===== src/rtl/rst_seq_pkg.sv =====
package rst_seq_pkg;
  typedef enum logic [1:0] {ST_ARM, ST_TIME, ST_RUN, ST_SLEEP} seq_state_e;
  typedef enum logic [1:0] {VEC_RESET = 2'b00, VEC_NEXT = 2'b01, VEC_NEXT_INT = 2'b10} vec_sel_e;

  // {POR, BOR, TO, PD}
  localparam logic [3:0] FL_POWER   = 4'b0011;
  localparam logic [3:0] FL_BROWN   = 4'b1011;
  localparam logic [3:0] FL_MC_RUN  = 4'b1111;
  localparam logic [3:0] FL_SLP_WK  = 4'b1110;
  localparam logic [3:0] FL_WD_RUN  = 4'b1101;
  localparam logic [3:0] FL_WD_SLP  = 4'b1100;

  typedef struct packed {
    logic       fire;        // a new event: load flags, vector, timer needs
    logic       stall_only;  // master-clear low inside a sequence: re-arm only
    logic [3:0] flags;
    vec_sel_e   vec;
    logic       need_pwr;
    logic       need_osc;
  } rst_evt_t;
endpackage


===== src/rtl/rst_src_arb.sv =====
module rst_src_arb
  import rst_seq_pkg::*;
(
  input  logic       por_good,
  input  logic       bor_det,
  input  logic       mclr_n,
  input  logic       wdt_expire,
  input  logic       wake_req,
  input  logic       gie_dis,
  input  logic       crystal,
  input  seq_state_e state,
  output rst_evt_t   evt
);
  logic running, sleeping;
  assign running  = (state == ST_RUN);
  assign sleeping = (state == ST_SLEEP);

  always_comb begin
    evt = '0;
    evt.vec = VEC_RESET;
    if (!por_good) begin
      evt.fire = 1'b1; evt.flags = FL_POWER;
      evt.need_pwr = 1'b1; evt.need_osc = 1'b1;
    end else if (bor_det) begin
      evt.fire = 1'b1; evt.flags = FL_BROWN;
      evt.need_pwr = 1'b1; evt.need_osc = 1'b1;
    end else if (!mclr_n) begin
      if (running) begin
        evt.fire = 1'b1; evt.flags = FL_MC_RUN;
      end else if (sleeping) begin
        evt.fire = 1'b1; evt.flags = FL_SLP_WK; evt.need_osc = crystal;
      end else begin
        evt.stall_only = 1'b1;
      end
    end else if (wdt_expire && running) begin
      evt.fire = 1'b1; evt.flags = FL_WD_RUN;
    end else if (wdt_expire && sleeping) begin
      evt.fire = 1'b1; evt.flags = FL_WD_SLP; evt.need_osc = crystal;
    end else if (wake_req && sleeping) begin
      evt.fire = 1'b1; evt.flags = FL_SLP_WK; evt.need_osc = crystal;
      evt.vec = gie_dis ? VEC_NEXT : VEC_NEXT_INT;
    end
  end
endmodule


===== src/rtl/rst_dly_cnt.sv =====
module rst_dly_cnt #(
  parameter int LEN = 1024
) (
  input  logic clk,
  input  logic rst,
  input  logic load,
  input  logic need,
  input  logic en,
  output logic done
);
  localparam int W = $clog2(LEN + 1);
  logic [W-1:0] cnt;

  always_ff @(posedge clk) begin
    if (rst) begin
      cnt <= '0;
    end else if (load) begin
      cnt <= need ? W'(LEN) : '0;
    end else if (en && cnt != '0) begin
      cnt <= cnt - W'(1);
    end
  end

  // Last counting cycle is the one with value 1 (or an empty wait)
  assign done = (cnt <= W'(1));
endmodule


===== src/rtl/rst_flag_reg.sv =====
module rst_flag_reg
  import rst_seq_pkg::*;
(
  input  logic       clk,
  input  logic       rst,
  input  logic       evt_fire,
  input  logic [3:0] evt_flags,
  input  logic       sw_ok,
  input  logic       sw_we,
  input  logic [3:0] sw_data,
  input  logic       wd_clear,
  output logic [3:0] flags
);
  logic [3:0] nxt;

  always_comb begin
    nxt = flags;
    if (evt_fire) begin
      nxt = evt_flags;
    end else if (sw_ok) begin
      if (sw_we)    nxt = sw_data;
      if (wd_clear) nxt[1:0] = 2'b11;
    end
  end

  always_ff @(posedge clk) begin
    if (rst) flags <= FL_POWER;
    else     flags <= nxt;
  end
endmodule


===== src/rtl/rst_seq_ctrl.sv =====
module rst_seq_ctrl
  import rst_seq_pkg::*;
#(
  parameter int PWR_CYC = 24000,
  parameter int OSC_CYC = 1024
) (
  input  logic       clk,
  input  logic       rst,
  input  logic       por_good,
  input  logic       bor_det,
  input  logic       mclr_n,
  input  logic       wdt_expire,
  input  logic       sleep_req,
  input  logic       wake_req,
  input  logic       gie_dis,
  input  logic [1:0] osc_mode,
  input  logic       clr_wdt,
  input  logic       flag_we,
  input  logic [3:0] flag_wdata,
  output logic       core_hold,
  output logic [1:0] vec_sel,
  output logic [3:0] status
);
  seq_state_e state, nxt;
  rst_evt_t   evt;
  logic       need_pwr_q, need_osc_q;
  logic       load, pwr_done, osc_done, timing;
  vec_sel_e   vec_q;

  rst_src_arb u_arb (
    .por_good   (por_good),
    .bor_det    (bor_det),
    .mclr_n     (mclr_n),
    .wdt_expire (wdt_expire),
    .wake_req   (wake_req),
    .gie_dis    (gie_dis),
    .crystal    (~osc_mode[1]),
    .state      (state),
    .evt        (evt)
  );

  assign timing = (state == ST_TIME);

  rst_dly_cnt #(.LEN(PWR_CYC)) u_pwr_tmr (
    .clk(clk), .rst(rst), .load(load), .need(need_pwr_q), .en(timing), .done(pwr_done)
  );

  rst_dly_cnt #(.LEN(OSC_CYC)) u_osc_tmr (
    .clk(clk), .rst(rst), .load(load), .need(need_osc_q), .en(timing), .done(osc_done)
  );

  rst_flag_reg u_flags (
    .clk       (clk),
    .rst       (rst),
    .evt_fire  (evt.fire),
    .evt_flags (evt.flags),
    .sw_ok     (~core_hold),
    .sw_we     (flag_we),
    .sw_data   (flag_wdata),
    .wd_clear  (clr_wdt),
    .flags     (status)
  );

  always_comb begin
    nxt  = state;
    load = 1'b0;
    if (evt.fire || evt.stall_only) begin
      nxt = ST_ARM;
    end else begin
      unique case (state)
        ST_ARM:   begin nxt = ST_TIME; load = 1'b1; end
        ST_TIME:  if (pwr_done && osc_done) nxt = ST_RUN;
        ST_RUN:   if (sleep_req) nxt = ST_SLEEP;
        ST_SLEEP: nxt = ST_SLEEP;
        default:  nxt = ST_ARM;
      endcase
    end
  end

  always_ff @(posedge clk) begin
    if (rst) begin
      state      <= ST_ARM;
      core_hold  <= 1'b1;
      vec_q      <= VEC_RESET;
      need_pwr_q <= 1'b1;
      need_osc_q <= 1'b1;
    end else begin
      state     <= nxt;
      core_hold <= (nxt == ST_ARM) || (nxt == ST_TIME);
      if (evt.fire) begin
        vec_q      <= evt.vec;
        need_pwr_q <= evt.need_pwr;
        need_osc_q <= evt.need_osc;
      end
    end
  end

  assign vec_sel = vec_q;
endmodule


===== config.mk =====
export PLATFORM = sky130hd
export DESIGN_NAME = rst_seq_ctrl
export DESIGN_NICKNAME = d
export VERILOG_FILES = /design/src/rtl/rst_seq_pkg.sv /design/src/rtl/rst_src_arb.sv /design/src/rtl/rst_dly_cnt.sv /design/src/rtl/rst_flag_reg.sv /design/src/rtl/rst_seq_ctrl.sv
export SDC_FILE = /design/constraint.sdc
export NUM_CORES = 1
export LEC_CHECK = 0
export ABC_CLOCK_PERIOD_IN_PS = 2000
export BUFFER_PORTS_ARGS = -buffer_cell sky130_fd_sc_hd__buf_2
export CORE_MARGIN = 2
export CORE_UTILIZATION = 59
export CTS_BUF_LIST = sky130_fd_sc_hd__clkbuf_8
export CTS_CLUSTER_SIZE = 16
export DETAILED_ROUTE_END_ITERATION = 7
export GPL_TIMING_DRIVEN = 0
export HOLD_SLACK_MARGIN = 0.06
export PLACE_DENSITY = 0.86
export SYNTH_ARGS = -nofsm -noshare
export SYNTH_HDL_FRONTEND = slang
export SYNTH_SLANG_ARGS = --single-unit

===== constraint.sdc =====
create_clock -name clk -period 2 [get_ports clk]
set_input_delay 0.4 -clock clk [delete_from_list [all_inputs] [get_ports clk]]
set_output_delay 0.4 -clock clk [all_outputs]
set_load 0.02 [all_outputs]

==> reports/results.ini <==
[status]
status = finished clean

[pwr]
ir_drop_mv = 0.3234
leakagePower_uw = 0.0008100
power_density_mw_per_mm2 = 701.9
clkPwrFrac_pct = 33.8
p_sw_share_pct = 27.94
intPower_uw = 1079
p_seq_share_pct = 52.4
power.net_switching_uw = 418.3
pwr-share-comb_pct = 13.9

[logic_synthesis]
ys_seq_elements = 37
yosys_warnings = 0
synthTopCellsByArea = dfxtp_1 (39%), nor2_1 (6.2%), xor2_1 (5.6%)
syn_avg_cell_area_um2 = 8.626
synth_seq_area_share_pct = 39.39
synthCells = 218
synth_top_area_share_pct = 39.39
syn_area_mm2 = 0.001881
synth.most_common_cell = dfxtp_1
yosysUniqueCellTypes = 48
synth_edf_count = 0
yosys.area.top_type = dfxtp_1
async_flop_share_pct = 0
synthFlopType = dfxtp_1
synth_commonest_cells = dfxtp_1 (37), nor2_1 (31), nand2_1 (13)
syn_nets = 241

[detailed_routing]
avgViaCountPerCell = 5.764
antenna_left = 0
drtIter0Drc = 107
wl_per_cell_um = 13.35
wl_um = 3897
drc_errors = 0
drt_first_pass_iters = 4
vias = 1683

[finish]
nNetsFinal = 270
fin_util_pct = 69.88
drive_gt1_share_pct = 16.94
insertedDiodeCount = 0
area_growth_pct = 13.44
design_area_mm2 = 0.002133
fillers = 244

[die]
rows = 20
fp.coreArea_mm2 = 0.003053
die_x_um = 60.46
ios = 24
dieArea_mm2 = 0.003655
die_h_um = 60.46
start_util_pct = 61.60

[timing]
finalMaxSlewViolations = 0
rsz0062_at_grt = false
clock_skew_ns = 0.006920
min_period_ns = 1.828
finalHoldViolations = 0
whs_ns = 0.2952
period_share_pct = 91.41
fin_tns_setup_ns = 0
tightest_slew_ns = 0.4852
clock.fmax_ghz = 0.5470
finalWorstSetupSlack_ns = 0.1718
setup_viol = 0
slew_headroom_pct = 67.65

[worst_setup_path]
required_ns = 2.17
cp_slowest_cell = nor4_2
crit_chain = nor4_2, nand4_1, buf_2, o21ai_0, xor2_1, nor2_1
worstSetupStartpoint = u_pwr_tmr.cnt[9]$_SDFFE_PP0P_
timing.rr.start = u_pwr_tmr.cnt[9]$_SDFFE_PP0P_
endpoint_kind = register
critPathMaxFanout = 10
crit_type = register to register
cp.arrival_ns = 2.00
startpoint_type = register
max_stage_delay_ns = 0.42

[placement]
pre_cts_ws_ns = -0.09680
gp_congestion = 0.8262
hpwl_um = 2921
port-buffer-count = 22
dpl_cell_area_mm2 = 0.002046

[clock_tree]
cts_tree = done
htree_levels = 2
clk_latency_ns = 0.29
cts-hold-fix-buffers = 0
clockRootBuffer = clkbuf_8
cts_buffers = 5
postCtsSetupRepairBufs = 0
cts_max_path_buffers = 2
clk_pin_slew_ns = 0.08
clkSinkCount = 37

[min_path]
hold_class = input pin to register
min_from = osc_mode[1]

[global_routing]
grt_first_pass_wirelength_um = 6472
grt_pass1_vias = 1560
grt_use_total_pct = 23.66
grt_max_degree = 12
grt-ovfl-total = 0
antenna_found_initial = 0

[flow_run]
cap_viol_max_count = 0

==> cell families after synthesis <==
kind of cell,count (synthesis),share of synthesized area [%]
multiplexers,1,0.5323
flip-flops,37,39.39
AO/OA/AOI/OAI,42,14.51
AND/OR/NAND/NOR,99,29.74
buffers and inverters,15,3.460
adder cells (fa/ha/maj),6,3.992
XOR/XNOR,18,8.383
==> critical path, delay by kind of cell (launching register included) <==
family          cells  cell delay [ns]
simple gates        3             0.70
flops               1             0.36
buf+inv             1             0.25
compound gates      1             0.23
xor+xnor            1             0.17
==> flip-flops by register name (all words and copies together), names as in the netlist <==
signal,count
u_flags.flags,4
u_pwr_tmr.cnt,15
core_hold,1
need_pwr_q,1
u_osc_tmr.cnt,11
vec_sel,2
state,2
need_osc_q,1
==> layout by cell type, fill, tap and decap left out, types with 2 or more instances in the layout <==
master     Yosys  routed
xnor2_1        6       6
nand3b_1       3       3
clkinv_2       0       2
ha_1           6       6
a221o_1        2       2
nor2b_1        6       6
a2111oi_0      2       2
nor2_1        31      31
nand2b_1       3       3
and2_1         2       2
nand4b_1       2       2
xor2_1        12      12
buf_2          4      26
and3_1         2       2
o21ai_0       12      12
nand4_1        3       3
nand2_1       13      13
nor3_1         5       5
a211oi_1       2       2
nand3_1        8       8
nor4_1         7       7
inv_1          8       9
or3_1          3       3
nor3b_1        3       2
dfxtp_1       37      37
o211ai_1       2       2
a21oi_1       12      12
clkbuf_8       0       5
==> layout make-up <==
| cell class | count | area (um2) | share of cell area [%] |
|---|---|---|---|
| multi-input cells | 166 | 1080 | 50.62 |
| flip-flops and latches | 37 | 740.7 | 34.72 |
| repair buffers | 22 | 110.1 | 5.161 |
| clock buffers | 5 | 68.82 | 3.226 |
| well taps | 44 | 55.05 | 2.581 |
| plain buffers | 7 | 35.03 | 1.642 |
| inverters | 8 | 30.03 | 1.408 |
| clock inverters | 3 | 13.76 | 0.6452 |
==> per-layer routing <==
layer  wire length (um)  vias up  track usage, %  share of wire, %
met5                  0        -               0                 0
met4                 95        0           13.98               2.4
met3                171       12           5.757               4.4
met2               1813       47           38.35                47
met1               1816      791           28.55                47
li1                   -      833               -                 -
==> power by group through the flow <==
stage	Combinational [uW]	Sequential (uW)	Clock [uW]
floorplan	143	798	0
global placement	196	799	0
detailed placement	203	800	0
CTS	205	784	505
global route	231	788	544
finish	208	784	505
==> metrics by stage <==
step / std cells / total power [uW]
2_1_floorplan: 218 / 941.4
3_3_place_gp: 284 / 995.5
3_5_place_dp: 284 / 1004
4_1_cts: 292 / 1494
5_1_grt: 292 / 1563
6_report: 292 / 1497
==> final timing paths <==
| check | endpoint | slack, ns | depth (start not counted) |
|---|---|---|---|
| setup / recovery | u_pwr_tmr.cnt[3]$_SDFFE_PP0P_ | 0.17 | 6 |
| hold / removal | need_osc_q$_SDFFE_PP1N_ | 0.30 | 2 |
| hold reg to reg | need_pwr_q$_SDFFE_PP1N_ | 0.48 | 2 |
| setup reg to reg | u_pwr_tmr.cnt[3]$_SDFFE_PP0P_ | 0.17 | 6 |
==> timing repair <==
action	CTS	global route
resized for setup	0	1
endpoints found under the hold margin	0	0
endpoints found under the setup margin	0	6
(Power assumes the default switching activity.)
